<file path="config.mk">
export PLATFORM = sky130hd
export DESIGN_NAME = owtemp_poller
export DESIGN_NICKNAME = d
export VERILOG_FILES = /design/src/rtl/owtp_pkg.sv /design/src/rtl/owtp_slot_engine.sv /design/src/rtl/owtp_id_store.sv /design/src/rtl/owtp_sequencer.sv /design/src/rtl/owtemp_poller.sv
export SDC_FILE = /design/constraint.sdc
export NUM_CORES = 1
export LEC_CHECK = 0
export ABC_AREA = 1
export ABC_CLOCK_PERIOD_IN_PS = 2860
export CAP_MARGIN = 20
export CORE_AREA = 3 3 147 149
export DETAILED_ROUTE_END_ITERATION = 16
export DIE_AREA = 0 0 150 152
export PLACE_DENSITY = 0.6
export REMOVE_ABC_BUFFERS = 1
export SETUP_SLACK_MARGIN = 0.3
export SLEW_MARGIN = 20
export SYNTH_ARGS = -nofsm -noshare
export SYNTH_HDL_FRONTEND = slang
export SYNTH_SLANG_ARGS = --single-unit
</file>
<file path="constraint.sdc">
create_clock -name clk -period 2.86 [get_ports clk]
set_clock_uncertainty 0.05 [all_clocks]
set_input_delay 0.286 -clock clk [delete_from_list [all_inputs] [get_ports clk]]
set_output_delay 0.286 -clock clk [all_outputs]
set_load 0.01 [all_outputs]
</file>
<file path="src/rtl/owtp_pkg.sv">
package owtp_pkg;

  localparam int BYTE_W = 8;

  typedef enum logic [1:0] {
    OP_RST = 2'd0,
    OP_WR  = 2'd1,
    OP_RD  = 2'd2
  } op_e;

  typedef enum logic [3:0] {
    ST_IDLE   = 4'd0,
    ST_ID_RST = 4'd1,
    ST_ID_CMD = 4'd2,
    ST_ID_RD  = 4'd3,
    ST_A_RST  = 4'd4,
    ST_A_MAT  = 4'd5,
    ST_A_ID   = 4'd6,
    ST_A_FN   = 4'd7,
    ST_SP_RD  = 4'd8,
    ST_B_RST  = 4'd9,
    ST_B_MAT  = 4'd10,
    ST_B_ID   = 4'd11,
    ST_B_CONV = 4'd12
  } step_e;

  // command codes understood by the sensor
  localparam logic [7:0] CMD_READ_ID = 8'h33;
  localparam logic [7:0] CMD_MATCH   = 8'h55;
  localparam logic [7:0] CMD_READ_SP = 8'hBE;
  localparam logic [7:0] CMD_CONVERT = 8'h44;

  // byte 1 is the high half, byte 0 the low half
  function automatic logic [15:0] temp_raw(input logic [7:0] lo, input logic [7:0] hi);
    return {hi, lo};
  endfunction

  // sign indicator of the sensor format sits at bit 12
  function automatic logic temp_is_neg(input logic [15:0] raw);
    return raw[12];
  endfunction

endpackage

</file>
<file path="src/rtl/owtp_slot_engine.sv">
module owtp_slot_engine
  import owtp_pkg::*;
(
  input  logic                clk,
  input  logic                rst_n,
  input  logic                go_i,
  input  op_e                 op_i,
  input  logic [BYTE_W-1:0]   wbyte_i,
  output logic                busy_o,
  output logic                done_o,
  output logic                fail_o,
  output logic [BYTE_W-1:0]   rbyte_o,
  output logic                slot_req_o,
  output logic                slot_rst_o,
  output logic                slot_bit_o,
  input  logic                slot_ack_i,
  input  logic                slot_bit_i
);

  localparam int CW = $clog2(BYTE_W);

  logic              req_q;
  op_e               op_q;
  logic [BYTE_W-1:0] tx_q;
  logic [BYTE_W-1:0] sent_q;
  logic [BYTE_W-1:0] rx_q;
  logic [CW-1:0]     cnt_q;

  logic              slot_fire;
  logic              slot_last;
  logic [BYTE_W-1:0] rx_next;
  logic              no_presence;
  logic              echo_bad;

  assign slot_fire   = req_q && slot_ack_i;
  assign slot_last   = (op_q == OP_RST) || (cnt_q == CW'(BYTE_W - 1));
  assign rx_next     = {slot_bit_i, rx_q[BYTE_W-1:1]};
  assign no_presence = (op_q == OP_RST) && !slot_bit_i;
  assign echo_bad    = (op_q == OP_WR) && (rx_next != sent_q);

  assign busy_o     = req_q;
  assign done_o     = slot_fire && slot_last;
  assign fail_o     = done_o && (no_presence || echo_bad);
  assign rbyte_o    = rx_next;
  assign slot_req_o = req_q;
  assign slot_rst_o = (op_q == OP_RST);
  assign slot_bit_o = (op_q == OP_WR) ? tx_q[0] : 1'b1;

  always_ff @(posedge clk or negedge rst_n) begin
    if (!rst_n) begin
      req_q  <= 1'b0;
      op_q   <= OP_RST;
      tx_q   <= '0;
      sent_q <= '0;
      rx_q   <= '0;
      cnt_q  <= '0;
    end else if (go_i && !req_q) begin
      req_q  <= 1'b1;
      op_q   <= op_i;
      tx_q   <= wbyte_i;
      sent_q <= wbyte_i;
      rx_q   <= '0;
      cnt_q  <= '0;
    end else if (slot_fire) begin
      rx_q  <= rx_next;
      tx_q  <= tx_q >> 1;
      cnt_q <= cnt_q + CW'(1);
      if (slot_last) req_q <= 1'b0;
    end
  end

  assert_slot_hold_R2: assert property (@(posedge clk) disable iff (!rst_n)
    (slot_req_o && !slot_ack_i) |=> (slot_req_o && $stable(slot_rst_o) && $stable(slot_bit_o)));

  assert_go_when_idle_R2: assert property (@(posedge clk) disable iff (!rst_n)
    go_i |-> !req_q);

endmodule

</file>
<file path="src/rtl/owtp_id_store.sv">
module owtp_id_store
  import owtp_pkg::*;
#(
  parameter int N_BYTES = 8,
  localparam int AW = $clog2(N_BYTES)
)(
  input  logic                      clk,
  input  logic                      rst_n,
  input  logic                      wr_i,
  input  logic [AW-1:0]             idx_i,
  input  logic [BYTE_W-1:0]         wdata_i,
  output logic [BYTE_W-1:0]         rdata_o,
  output logic [N_BYTES*BYTE_W-1:0] id_o
);

  logic [BYTE_W-1:0] bytes_q [N_BYTES];

  for (genvar g = 0; g < N_BYTES; g++) begin : g_byte
    always_ff @(posedge clk or negedge rst_n) begin
      if (!rst_n)                              bytes_q[g] <= '0;
      else if (wr_i && (idx_i == AW'(g)))      bytes_q[g] <= wdata_i;
    end
    assign id_o[g*BYTE_W +: BYTE_W] = bytes_q[g];
  end

  assign rdata_o = bytes_q[idx_i];

endmodule

</file>
<file path="src/rtl/owtp_sequencer.sv">
module owtp_sequencer
  import owtp_pkg::*;
#(
  parameter int ID_BYTES = 8,
  parameter int SP_BYTES = 9,
  parameter int TW       = 32,
  localparam int MAXB    = (ID_BYTES > SP_BYTES) ? ID_BYTES : SP_BYTES,
  localparam int IW      = $clog2(MAXB)
)(
  input  logic              clk,
  input  logic              rst_n,
  input  logic              start_i,
  input  logic              eng_busy_i,
  input  logic              eng_done_i,
  input  logic              eng_fail_i,
  input  logic [BYTE_W-1:0] eng_rbyte_i,
  input  logic [BYTE_W-1:0] id_byte_i,
  output logic              eng_go_o,
  output op_e               eng_op_o,
  output logic [BYTE_W-1:0] eng_wbyte_o,
  output logic [IW-1:0]     idx_o,
  output logic              id_wr_o,
  output logic              busy_o,
  output logic              error_o,
  output logic              id_valid_o,
  output logic [TW-1:0]     temp_o,
  output logic              temp_valid_o
);

  step_e             step_q;
  logic [IW-1:0]     idx_q;
  logic              error_q;
  logic              idv_q;
  logic [BYTE_W-1:0] lo_q;
  logic [BYTE_W-1:0] hi_q;
  logic [TW-1:0]     temp_q;
  logic              tvalid_q;

  logic              start_ok;
  logic              step_ok;
  logic              id_last;
  logic              sp_last;
  logic [15:0]       raw_w;

  assign start_ok = start_i && (step_q == ST_IDLE);
  assign step_ok  = eng_done_i && !eng_fail_i;
  assign id_last  = (idx_q == IW'(ID_BYTES - 1));
  assign sp_last  = (idx_q == IW'(SP_BYTES - 1));
  assign raw_w    = temp_raw(lo_q, hi_q);

  assign eng_go_o = (step_q != ST_IDLE) && !eng_busy_i;
  assign id_wr_o  = step_ok && (step_q == ST_ID_RD);
  assign idx_o    = idx_q;

  always_comb begin
    eng_op_o    = OP_WR;
    eng_wbyte_o = '0;
    unique case (step_q)
      ST_ID_RST, ST_A_RST, ST_B_RST: eng_op_o = OP_RST;
      ST_ID_RD, ST_SP_RD:            eng_op_o = OP_RD;
      ST_ID_CMD:                     eng_wbyte_o = CMD_READ_ID;
      ST_A_MAT, ST_B_MAT:            eng_wbyte_o = CMD_MATCH;
      ST_A_ID, ST_B_ID:              eng_wbyte_o = id_byte_i;
      ST_A_FN:                       eng_wbyte_o = CMD_READ_SP;
      ST_B_CONV:                     eng_wbyte_o = CMD_CONVERT;
      default: ;
    endcase
  end

  always_ff @(posedge clk or negedge rst_n) begin
    if (!rst_n) begin
      step_q   <= ST_IDLE;
      idx_q    <= '0;
      error_q  <= 1'b0;
      idv_q    <= 1'b0;
      lo_q     <= '0;
      hi_q     <= '0;
      temp_q   <= '0;
      tvalid_q <= 1'b0;
    end else begin
      tvalid_q <= 1'b0;
      if (start_ok) begin
        error_q <= 1'b0;
        idx_q   <= '0;
        step_q  <= idv_q ? ST_A_RST : ST_ID_RST;
      end else if (eng_done_i && eng_fail_i) begin
        error_q <= 1'b1;
        step_q  <= ST_IDLE;
      end else if (step_ok) begin
        unique case (step_q)
          ST_ID_RST: step_q <= ST_ID_CMD;
          ST_ID_CMD: begin step_q <= ST_ID_RD; idx_q <= '0; end
          ST_ID_RD: begin
            if (id_last) begin
              idv_q  <= 1'b1;
              idx_q  <= '0;
              step_q <= ST_A_RST;
            end else idx_q <= idx_q + IW'(1);
          end
          ST_A_RST: step_q <= ST_A_MAT;
          ST_A_MAT: begin step_q <= ST_A_ID; idx_q <= '0; end
          ST_A_ID: begin
            if (id_last) begin step_q <= ST_A_FN; idx_q <= '0; end
            else idx_q <= idx_q + IW'(1);
          end
          ST_A_FN: begin step_q <= ST_SP_RD; idx_q <= '0; end
          ST_SP_RD: begin
            if (idx_q == IW'(0)) lo_q <= eng_rbyte_i;
            if (idx_q == IW'(1)) hi_q <= eng_rbyte_i;
            if (sp_last) begin step_q <= ST_B_RST; idx_q <= '0; end
            else idx_q <= idx_q + IW'(1);
          end
          ST_B_RST: step_q <= ST_B_MAT;
          ST_B_MAT: begin step_q <= ST_B_ID; idx_q <= '0; end
          ST_B_ID: begin
            if (id_last) begin step_q <= ST_B_CONV; idx_q <= '0; end
            else idx_q <= idx_q + IW'(1);
          end
          ST_B_CONV: begin
            temp_q   <= {{(TW-16){temp_is_neg(raw_w)}}, raw_w};
            tvalid_q <= 1'b1;
            step_q   <= ST_IDLE;
          end
          default: step_q <= ST_IDLE;
        endcase
      end
    end
  end

  assign busy_o       = (step_q != ST_IDLE);
  assign error_o      = error_q;
  assign id_valid_o   = idv_q;
  assign temp_o       = temp_q;
  assign temp_valid_o = tvalid_q;

  assert_valid_pulse_R7: assert property (@(posedge clk) disable iff (!rst_n)
    temp_valid_o |=> !temp_valid_o);

  assert_error_sticky_R10: assert property (@(posedge clk) disable iff (!rst_n)
    (error_o && !start_i) |=> error_o);

  assert_busy_ignores_start_R11: assert property (@(posedge clk) disable iff (!rst_n)
    (busy_o && start_i && !eng_done_i) |=> (busy_o && $stable(idx_o)));

  assert_id_sticky_R4: assert property (@(posedge clk) disable iff (!rst_n)
    id_valid_o |=> id_valid_o);

endmodule

</file>
<file path="src/rtl/owtemp_poller.sv">
module owtemp_poller
  import owtp_pkg::*;
#(
  parameter int ID_BYTES = 8,
  parameter int SP_BYTES = 9,
  parameter int TW       = 32,
  localparam int MAXB    = (ID_BYTES > SP_BYTES) ? ID_BYTES : SP_BYTES,
  localparam int IW      = $clog2(MAXB),
  localparam int AW      = $clog2(ID_BYTES)
)(
  input  logic                         clk,
  input  logic                         rst_n,
  input  logic                         start_i,
  output logic                         slot_req_o,
  output logic                         slot_rst_o,
  output logic                         slot_bit_o,
  input  logic                         slot_ack_i,
  input  logic                         slot_bit_i,
  output logic [ID_BYTES*BYTE_W-1:0]   id_o,
  output logic                         id_valid_o,
  output logic [TW-1:0]                temp_o,
  output logic                         temp_valid_o,
  output logic                         error_o,
  output logic                         busy_o
);

  // internal events, named for the checks below
  logic              eng_go;
  op_e               eng_op;
  logic [BYTE_W-1:0] eng_wbyte;
  logic              eng_busy;
  logic              eng_done;
  logic              eng_fail;
  logic [BYTE_W-1:0] eng_rbyte;
  logic [IW-1:0]     seq_idx;
  logic              id_wr;
  logic [BYTE_W-1:0] id_byte;
  logic              seq_abort;

  assign seq_abort = eng_done && eng_fail;

  owtp_slot_engine u_engine (
    .clk        (clk),
    .rst_n      (rst_n),
    .go_i       (eng_go),
    .op_i       (eng_op),
    .wbyte_i    (eng_wbyte),
    .busy_o     (eng_busy),
    .done_o     (eng_done),
    .fail_o     (eng_fail),
    .rbyte_o    (eng_rbyte),
    .slot_req_o (slot_req_o),
    .slot_rst_o (slot_rst_o),
    .slot_bit_o (slot_bit_o),
    .slot_ack_i (slot_ack_i),
    .slot_bit_i (slot_bit_i)
  );

  owtp_id_store #(.N_BYTES(ID_BYTES)) u_ids (
    .clk     (clk),
    .rst_n   (rst_n),
    .wr_i    (id_wr),
    .idx_i   (seq_idx[AW-1:0]),
    .wdata_i (eng_rbyte),
    .rdata_o (id_byte),
    .id_o    (id_o)
  );

  owtp_sequencer #(.ID_BYTES(ID_BYTES), .SP_BYTES(SP_BYTES), .TW(TW)) u_seq (
    .clk          (clk),
    .rst_n        (rst_n),
    .start_i      (start_i),
    .eng_busy_i   (eng_busy),
    .eng_done_i   (eng_done),
    .eng_fail_i   (eng_fail),
    .eng_rbyte_i  (eng_rbyte),
    .id_byte_i    (id_byte),
    .eng_go_o     (eng_go),
    .eng_op_o     (eng_op),
    .eng_wbyte_o  (eng_wbyte),
    .idx_o        (seq_idx),
    .id_wr_o      (id_wr),
    .busy_o       (busy_o),
    .error_o      (error_o),
    .id_valid_o   (id_valid_o),
    .temp_o       (temp_o),
    .temp_valid_o (temp_valid_o)
  );

  assert_abort_stops_R8: assert property (@(posedge clk) disable iff (!rst_n)
    seq_abort |=> (error_o && !busy_o && !slot_req_o));

  assert_abort_keeps_temp_R9: assert property (@(posedge clk) disable iff (!rst_n)
    seq_abort |=> (!temp_valid_o && $stable(temp_o)));

  assert_no_valid_with_error_R9: assert property (@(posedge clk) disable iff (!rst_n)
    temp_valid_o |-> !error_o);

  assert_valid_ends_busy_R7: assert property (@(posedge clk) disable iff (!rst_n)
    temp_valid_o |-> !busy_o);

endmodule

</file>
Word-level counts from Yosys, hierarchy flattened:

Index checks and enable logic that the tools add are counted.

* word-level logic and storage cells: 142
* bits in registers: 138

* $add $sub $neg: 2
* mux-type cells: 36
* bitwise gates (word level): 3
* $lt $le $gt $ge: 1
* equality and inequality tests: 30
* reductions and logical operators: 48

Operator list (number)
* $mux 4: 12
* $mux 8: 6
* $pmux 4 s11: 1
* $pmux 8 s5: 1
* $bmux 8 s3: 1
* $eq 4x4->1 const B: 6
* $eq 4x3->1 const B: 5
* $reduce_and 5->1: 4
* $logic_and 1x1->1: 19
* $ne 4x2->1 const B: 4
* $eq 3x3->1 const B: 5
* $pmux 4 s3: 1
* $mux 1: 10
* $mux 3: 3
* $eq 4x1->1 const B: 2
* $eq 4x2->1 const B: 2
* $logic_not 4->1: 2
* $ne 8x8->1: 1
* $reduce_bool 2->1: 4
* $reduce_bool 4->1: 2
* $eq 3x2->1 const B: 2
* $reduce_or 2->1: 3
* $reduce_or 3->1: 2
* $add 4x1->4 const B: 1
* other kinds (17): 21

Logic depth before layout (Yosys ltp):

Gate-level depths: netlist of the first run.

* depth after elaboration: 9
* depth in mapped cells: 14
* mapped depth without buffers: 14

Hierarchy:

Synthesis of the first run repeated with hierarchy kept, for this count alone.

* cell total of the unflattened synthesis: 856
* area, all modules: 6690.2 sq um

By module, submodules not included
* owtp_id_store: area an instance 3104.2 sq um, instances 1, cells each 413
* owtp_sequencer: area an instance 2262.2 sq um, instances 1, cells each 289
* owtp_slot_engine: area an instance 1323.8 sq um, instances 1, cells each 154

Least setup slack after synthesis of the first run:

OpenSTA, ideal clock, no wires.

* path type: reg2reg
* start point: reg u_seq.idx_q[0], in the netlist u_seq.idx_o[0]
* end point: reg u_seq.lo_q[2]
* setup slack: 677 ps
* cell stages (with the launch flop): 11
* data arrival time: 2008 ps
* clock period less this slack: 2183 ps
* path through: dfrtp_1 -> clkbuf_1 -> inv_1 -> buf_1 -> ha_1 -> inv_1 -> nor4_1 -> nand2_2 -> buf_2 -> nand2_1 -> o21ai_1

* word-level cells in the longest chain between the ends: 2

Ends and longest elaborated chain
* start, declared: RTL line owtp_sequencer.sv:31 `logic [IW-1:0] idx_q;`
* start signal, assigned: RTL line owtp_sequencer.sv:98 `end else idx_q <= idx_q + IW'(1);`
* start signal, assigned: RTL line owtp_sequencer.sv:104 `else idx_q <= idx_q + IW'(1);`
* start signal, assigned: RTL line owtp_sequencer.sv:111 `else idx_q <= idx_q + IW'(1);`
* $logic_not 4->1: RTL line owtp_sequencer.sv:108 `if (idx_q == IW'(0)) lo_q <= eng_rbyte_i;`
* $reduce_and 5->1 (no source line)
* end signal, assigned: RTL line owtp_sequencer.sv:108
* end, declared: RTL line owtp_sequencer.sv:34 `logic [BYTE_W-1:0] lo_q;`

Every way passes these cells.
A chain may end at the register's enable or synchronous reset.

Worst setup path in the final report of the first run:

* start point: reg u_engine.rx_q[2]
* end point: reg u_ids.bytes_q, in the netlist u_ids.id_o[21]

* word-level cells in the longest chain between the ends: 8

Ends and longest elaborated chain
* start, declared: RTL line owtp_slot_engine.sv:26 `logic [BYTE_W-1:0] rx_q;`
* start signal, assigned: RTL line owtp_slot_engine.sv:65 `rx_q <= rx_next;`
* $ne 8x8->1: RTL line owtp_slot_engine.sv:39 `assign echo_bad = (op_q == OP_WR) && (rx_next != sent_q);`
* $logic_and 1x1->1: RTL line owtp_slot_engine.sv:39
* $logic_or 1x1->1: RTL line owtp_slot_engine.sv:43 `assign fail_o = done_o && (no_presence || echo_bad);`
* $logic_and 1x1->1: RTL line owtp_slot_engine.sv:43
* $logic_not 1->1: RTL line owtp_sequencer.sv:46 `assign step_ok = eng_done_i && !eng_fail_i;`
* $logic_and 1x1->1: RTL line owtp_sequencer.sv:46
* $logic_and 1x1->1: RTL line owtp_sequencer.sv:52 `assign id_wr_o = step_ok && (step_q == ST_ID_RD);`
* $logic_and 1x1->1: RTL line owtp_id_store.sv:21 `else if (wr_i && (idx_i == AW'(g))) bytes_q[g] <= wdata_i;`
* end signal, assigned by index: RTL line owtp_id_store.sv:21
* end, declared: RTL line owtp_id_store.sv:16 `logic [BYTE_W-1:0] bytes_q [N_BYTES];`

Every way passes these cells.

==> impl_metrics.py, run 1 <==
metrics = {
    "run_status": {
        "status": "finished, final reports clean",
    },
    "floorplanning": {
        "start_util_pct": 33.0,
        "coreArea_um2": 20300,
        "io_pins": 108,
        "die_x_um": 150,
        "rows": 52,
        "dieArea_um2": 22800,
        "fp.dieH_um": 152,
    },
    "pwr": {
        "p_per_area_nw_per_um2": 757,
        "vdd_drop_max_mv": 0.436,
        "p_leak_nw": 4.18,
    },
    "placed_design": {
        "hpwl_um": 13700,
        "port_buffers": 107,
        "gp_congestion": 0.843,
        "dpl_cell_area_um2": 7900,
    },
    "synth": {
        "synth_seq_cells": 136,
        "synthMuxAreaShare_pct": 0,
        "synth_compound_area_share_pct": 11.0,
        "yosys.area_share.adder_pct": 2.24,
        "synth_top_family_by_area": "simple AND/OR/NAND/NOR gates",
        "yosys.area_share.simple_pct": 27.2,
        "netlist_area_um2": 6710,
        "synth-async-reset-ratio_pct": 100,
        "avgSynthCellArea_um2": 8.29,
        "yosys_warnings": 0,
        "synth-edff-count": 0,
        "synth_top_flop_cell": "dfrtp_1",
        "synthCells": 809,
        "ys_types": 35,
        "ys_seq_area_share_pct": 50.7,
        "synth_xor_area_share_pct": 0.522,
    },
    "final_layout": {
        "regArea_um2": 3400,
        "diodes": 0,
        "final_nets": 915,
        "drive_gt1_share_pct": 7.79,
        "syn2layout_area_growth_pct": 27.0,
        "multiInputGateArea_um2": 2750,
        "final_util_pct": 42.0,
        "nFillCells": 2046,
        "design_area_um2": 8520,
    },
    "critical_path": {
        "path_delay_family": "simple AND/OR/NAND/NOR gates",
        "path_buf_inv": 2,
        "worst-endpoint-arrival_ns": 2.52,
        "cp.depth": 13,
        "crit_type": "flip-flop to flip-flop",
        "reg2reg_to": "u_ids.id_o[21]",
        "worst-r2r-cell-count": 13,
        "worstSetupStartpointType": "flip-flop",
        "critPathMaxFanout": 45,
        "critPathRequiredTime_ns": 3.12,
        "worst_setup_path_startpoint": "u_engine.rx_q[2]",
        "cp_slowest_stage_delay_ns": 0.48,
        "r2r-start": "u_engine.rx_q[2]",
        "endpoint_kind": "flip-flop",
        "crit_path_end": "u_ids.id_o[21]",
        "slowest_stage": "dfrtp_1",
        "critPathMostFrequentCell": "nand2_1",
        "worstPathCellList": "inv_2 -> nand2_1 -> nand2_1 -> nand2_1 -> nor2_1 -> nand2_1 -> nand2_2 -> nand3_4 -> nor2_8 -> buf_12 -> nand3_4 -> nand2_1 -> nand2_1",
        "r2r_slack_ns": 0.60,
    },
    "drt": {
        "post-route-drc-count": 0,
        "first_iter_violations": 441,
        "drt_wl_total_um": 19400,
        "vias": 5815,
        "viasPerCell": 4.92,
        "wl_per_cell_um": 16.4,
        "ant_nets": 0,
        "first_pass_iters": 5,
    },
    "grt": {
        "antenna_found_initial": 0,
        "grt_max_degree": 63,
        "overflow": 0,
        "grt_pass1_wl_um": 31800,
        "grt_util_all_layers_pct": 17.5,
        "grt_pass1_vias": 5546,
    },
    "clock_network": {
        "cts_tree": "done",
        "clockRootBuffer": "clkbuf_16",
        "ctsLongestPathBuffers": 2,
        "cts_setup_buffers": 0,
        "hold_buffers": 1,
        "numCtsBuffers": 17,
        "htree_levels": 4,
        "path_clk_slew_ns": 0.06,
        "clkLatencyLatePin_ns": 0.43,
        "cts-resized-gates": 0,
        "clock_sinks": 136,
    },
    "timing": {
        "holdWs_ns": 0.369,
        "hold_viol_final": 0,
        "min_period_ns": 2.26,
        "finalCritPeriodShare_pct": 79.1,
        "drv_slew": 0,
        "finalSetupViolCount": 0,
        "setup_tns_ns": 0,
        "fmax_mhz": 442,
        "tightest_slew_ns": 0.689,
        "rsz0062_at_grt": "false",
        "relSlewSlack_pct": 53.8,
    },
    "worst_hold_path": {
        "hold_path_class": "primary input to asynchronous set/reset pin",
    },
    "flow_run": {
        "maxCapViolations": 0,
    },
}
worst register-to-register path: cells and delay by family (launching register included):
family,cells,cell delay [ns]
buffers and inverters,2,0.44
DFF,1,0.48
and+or+nand+nor,11,1.18
logic make-up (layout without fill, tap and decap cells):
family / Yosys count / after routing
xor+xnor: 4 / 4
fa+ha+maj: 12 / 12
compound gates: 133 / 133
buf+inv: 107 / 209
flops: 136 / 136
simple gates: 417 / 417
placed cells by master (no fill, tap or decap), types with 3 or more instances in the layout:
cell,n
nand4_1,18
nor2_1,67
ha_1,12
clkbuf_16,17
inv_6,5
xnor2_1,3
nand2_1,262
clkdlybuf4s50_1,106
bufinv_16,3
a21oi_1,6
clkinv_2,3
inv_1,48
o221ai_1,6
buf_4,12
nand3_1,50
inv_2,5
nand3_4,6
clkinv_4,4
o21ai_1,40
o22ai_1,7
nand2_2,7
dfrtp_1,136
o21ai_0,58
o211ai_1,12
cells in the mapped netlist, types with 7 or more instances:
cell type / n / area, um2
buf_2: 14 / 70.1
buf_4: 16 / 120
clkbuf_1: 15 / 56.3
dfrtp_1: 136 / 3400
ha_1: 12 / 150
inv_1: 48 / 180
nand2_1: 262 / 983
nand2_2: 7 / 43.8
nand3_1: 50 / 250
nand4_1: 18 / 113
nor2_1: 67 / 251
o211ai_1: 12 / 90.1
o21ai_0: 58 / 290
o21ai_1: 40 / 200
o22ai_1: 7 / 43.8
power by group:
part,switching [W],internal [W]
registers,0.000218,0.00213
logic,0.00123,0.000591
clock network,0.000903,0.00139
total,0.00235,0.00411
final cells by class:
class                      count  area share (%)
inverter                      55            2.44
tap                          270            3.96
timing repair buffer         122            14.2
clock buffer                  17            4.99
clock inverter                15            2.23
sequential                   136            39.9
multi-input combinational    566            32.2
per-layer routing:
| layer | wire length, um | vias to the layer above | part of all wire (%) | global-route usage (%) |
|---|---|---|---|---|
| met5 | 0 | - | 0 | 0 |
| li1 | - | 2818 | - | - |
| met4 | 217 | 0 | 1.1 | 4.66 |
| met2 | 8880 | 179 | 46 | 26.2 |
| met1 | 9170 | 2797 | 47 | 25.8 |
| met3 | 1130 | 21 | 5.8 | 3.75 |
stage by stage:
step                      power [W]  setup WS (ns)  std cells
after floorplan             0.00349          0.220        757
after global placement      0.00416          0.444       1148
after detailed placement    0.00418          0.386       1148
after CTS                   0.00649          0.599       1181
after global routing        0.00689          0.350       1181
final                       0.00646          0.599       1181
how the worst min path moves through the flow:
| stage | slack, ns | startpoint | end |
|---|---|---|---|
| 6_report | 0.37 | rst_n | u_ids.id_o[46] |
| 4_1_cts | 0.39 | rst_n | u_ids.id_o[54] |
| 5_1_grt | 0.41 | rst_n | u_ids.id_o[46] |
| 3_3_place_gp | 0.28 | rst_n | u_ids.id_o[39] |
| 3_5_place_dp | 0.27 | rst_n | u_seq.id_valid_o |
| 2_1_floorplan | -0.06 | rst_n | u_engine.busy_o |
flip-flops by register name (all words and copies together) (netlist names):
| signal | count |
|---|---|
| u_engine.tx_q | 8 |
| u_seq.hi_q | 8 |
| u_seq.error_o | 1 |
| u_seq.temp_valid_o | 1 |
| u_seq.idx_o | 4 |
| u_seq.lo_q | 8 |
| u_seq.id_valid_o | 1 |
| u_engine.busy_o | 1 |
| u_engine.cnt_q | 3 |
| u_seq.temp_o | 16 |
| u_engine.rx_q | 7 |
| u_seq.step_q | 4 |
| u_engine.op_q | 2 |
| u_engine.sent_q | 8 |
| u_ids.id_o | 64 |
Power figures use the tool's default switching activity.
==> run 2: changes to the inputs <==
- ABC_CLOCK_PERIOD_IN_PS: 2860 -> 2000
- PLACE_DENSITY: 0.6 -> 0.62
- clock period: 2.86 -> 2 ns (I/O delays scaled with it)
==> impl_metrics.py, run 2 (synthesis results as in run 1) <==
metrics = {
    "floorplanning": {
        "io_pins": 108,
        "start_util_pct": 33.0,
        "coreArea_um2": 20300,
        "fp.dieH_um": 152,
        "dieArea_um2": 22800,
        "rows": 52,
        "die_x_um": 150,
    },
    "drt": {
        "vias": 6396,
        "first_pass_iters": 5,
        "drt_wl_total_um": 22500,
        "wl_per_cell_um": 17.7,
        "post-route-drc-count": 0,
        "ant_nets": 0,
        "first_iter_violations": 504,
        "viasPerCell": 5.05,
    },
    "final_layout": {
        "largest_reg_flops": 64,
        "final_common_cell": "nand2_1",
        "final_nets": 1001,
        "nFillCells": 1875,
        "drive_gt1_share_pct": 30.7,
        "layoutNonFillerInstCount": 1267,
        "final_cell_mix": "194 x nand2_1, 130 x dfrtp_1, 85 x clkdlybuf4s50_1",
        "syn2layout_area_growth_pct": 51.1,
        "diodes": 0,
    },
    "clock_network": {
        "cts_tree": "done",
        "clockRootBuffer": "clkbuf_16",
        "clkLatencyLatePin_ns": 0.43,
        "numCtsBuffers": 17,
        "clock_sinks": 136,
        "ctsLongestPathBuffers": 2,
        "path_clk_slew_ns": 0.06,
        "htree_levels": 4,
    },
    "critical_path": {
        "worst-r2r-cell-count": 14,
        "worstSetupStartpointType": "flip-flop",
        "cp_slowest_stage_delay_ns": 0.41,
        "crit_type": "flip-flop to flip-flop",
        "worstPathCellList": "inv_2 -> nand2_1 -> nand2_1 -> nand2_2 -> nor2_4 -> nand2_1 -> nand2_2 -> nand3_4 -> buf_12 -> nor2_8 -> buf_12 -> nand2_8 -> nand2_2 -> o21ai_2",
        "r2r_slack_ns": 0.08,
        "endpoint_kind": "flip-flop",
        "critPathMaxFanout": 8,
        "reg2reg_to": "u_seq.lo_q[2]",
        "worst-endpoint-arrival_ns": 2.17,
        "r2r-start": "u_engine.rx_q[1]",
        "slowest_stage": "dfrtp_1",
        "critPathRequiredTime_ns": 2.25,
    },
    "timing": {
        "drv_slew": 0,
        "tightest_slew_ns": 0.470,
        "finalCritPeriodShare_pct": 95.9,
        "relSlewSlack_pct": 68.7,
        "finalSetupViolCount": 0,
        "hold_viol_final": 0,
        "rsz0062_at_grt": "true",
        "min_period_ns": 1.92,
        "fmax_mhz": 521,
        "setup_tns_ns": 0,
    },
    "grt": {
        "overflow": 0,
        "grt_pass1_wl_um": 34700,
        "antenna_found_initial": 0,
        "grt_pass1_vias": 6197,
        "grt_max_degree": 47,
        "grt_util_all_layers_pct": 19.4,
    },
    "flow_run": {
        "maxCapViolations": 0,
    },
    "run_status": {
        "status": "finished, final reports clean",
    },
    "pwr": {
        "vdd_drop_max_mv": 0.868,
        "p_leak_nw": 4.91,
        "power_w": 0.0115,
        "p_per_area_nw_per_um2": 1130,
    },
    "placed_design": {
        "place_inst": 1194,
        "hpwl_um": 14300,
        "port_buffers": 107,
        "gp_congestion": 0.862,
    },
    "worst_hold_path": {
        "hold_path_class": "primary input to asynchronous set/reset pin",
    },
}
[run 2: cell types whose count changed in the layout (fill, tap and decap cells not counted), moves of 11 or more]
cell	before	now
inv_1	48	30
clkdlybuf4s50_1	106	85
nor2_1	67	50
nand2_2	7	64
dlygate4sd2_1	0	18
nand3_1	50	39
buf_12	2	14
o21ai_2	0	12
inv_2	5	17
buf_6	1	18
nand2_1	262	194
o21ai_0	58	37
nor2_4	0	13
buf_4	12	62
[run 2: critical path, delay by kind of cell (launching register included)]
kind	cells	cell delay, ns
AO/OA/AOI/OAI	1	0.05
buffers and inverters	3	0.39
flip-flops	1	0.41
AND/OR/NAND/NOR	10	0.88
[run 2: metal layers]
metal  track usage [%]  part of all wire, %
met5                 0                    0
met2              30.9                   48
met3              4.17                  6.5
met1              26.9                   44
met4              4.58                  1.4
[run 2: where the power goes]
group          leakage, nW  switching, W  internal, W
registers             1.85      0.000258      0.00305
clock network        0.339       0.00127      0.00242
logic                 2.72       0.00263      0.00183
total                 4.91       0.00416      0.00730
[run 2: what timing repair did]
action,CTS,global route
setup endpoints to repair,150,140
setup buffers,23,11
resized for setup,114,145
hold endpoints to repair,43,0
gates cloned,4,2
hold buffers,1,0
pin swaps,23,64
[run 2: cell type report]
type,count,area [um2],share of cell area (%)
multi-input combinational,568,3350,33.0
clock buffer,19,453,4.47
sequential,136,3410,33.7
timing repair buffer,206,2100,20.8
clock inverter,13,238,2.35
inverter,55,241,2.38
tap,270,338,3.33
[run 2: worst max-delay path by stage]
stage | slack [ns] | end | startpoint
6_report | 0.08 | u_seq.lo_q[2] | u_engine.rx_q[1]
5_1_grt | -0.04 | u_ids.id_o[45] | u_engine.rx_q[1]
4_1_cts | 0.08 | u_ids.id_o[55] | u_engine.rx_q[6]
3_5_place_dp | -0.17 | u_ids.id_o[49] | slot_bit_i
3_3_place_gp | -0.14 | u_ids.id_o[8] | slot_bit_i
2_1_floorplan | -0.64 | u_seq.step_q[0] | u_seq.idx_o[0]
[run 2: metrics by stage]
step           hold WS (ns)  util (%)  area, um2  setup slack, ns
2_1_floorplan        -0.146         -       6360           -0.640
3_3_place_gp          0.124      41.1       8340           -0.139
3_5_place_dp          0.125      41.1       8340           -0.168
4_1_cts               0.236      47.2       9580           0.0845
5_1_grt               0.262      49.9      10100          -0.0375
6_report              0.233      49.9      10100           0.0819
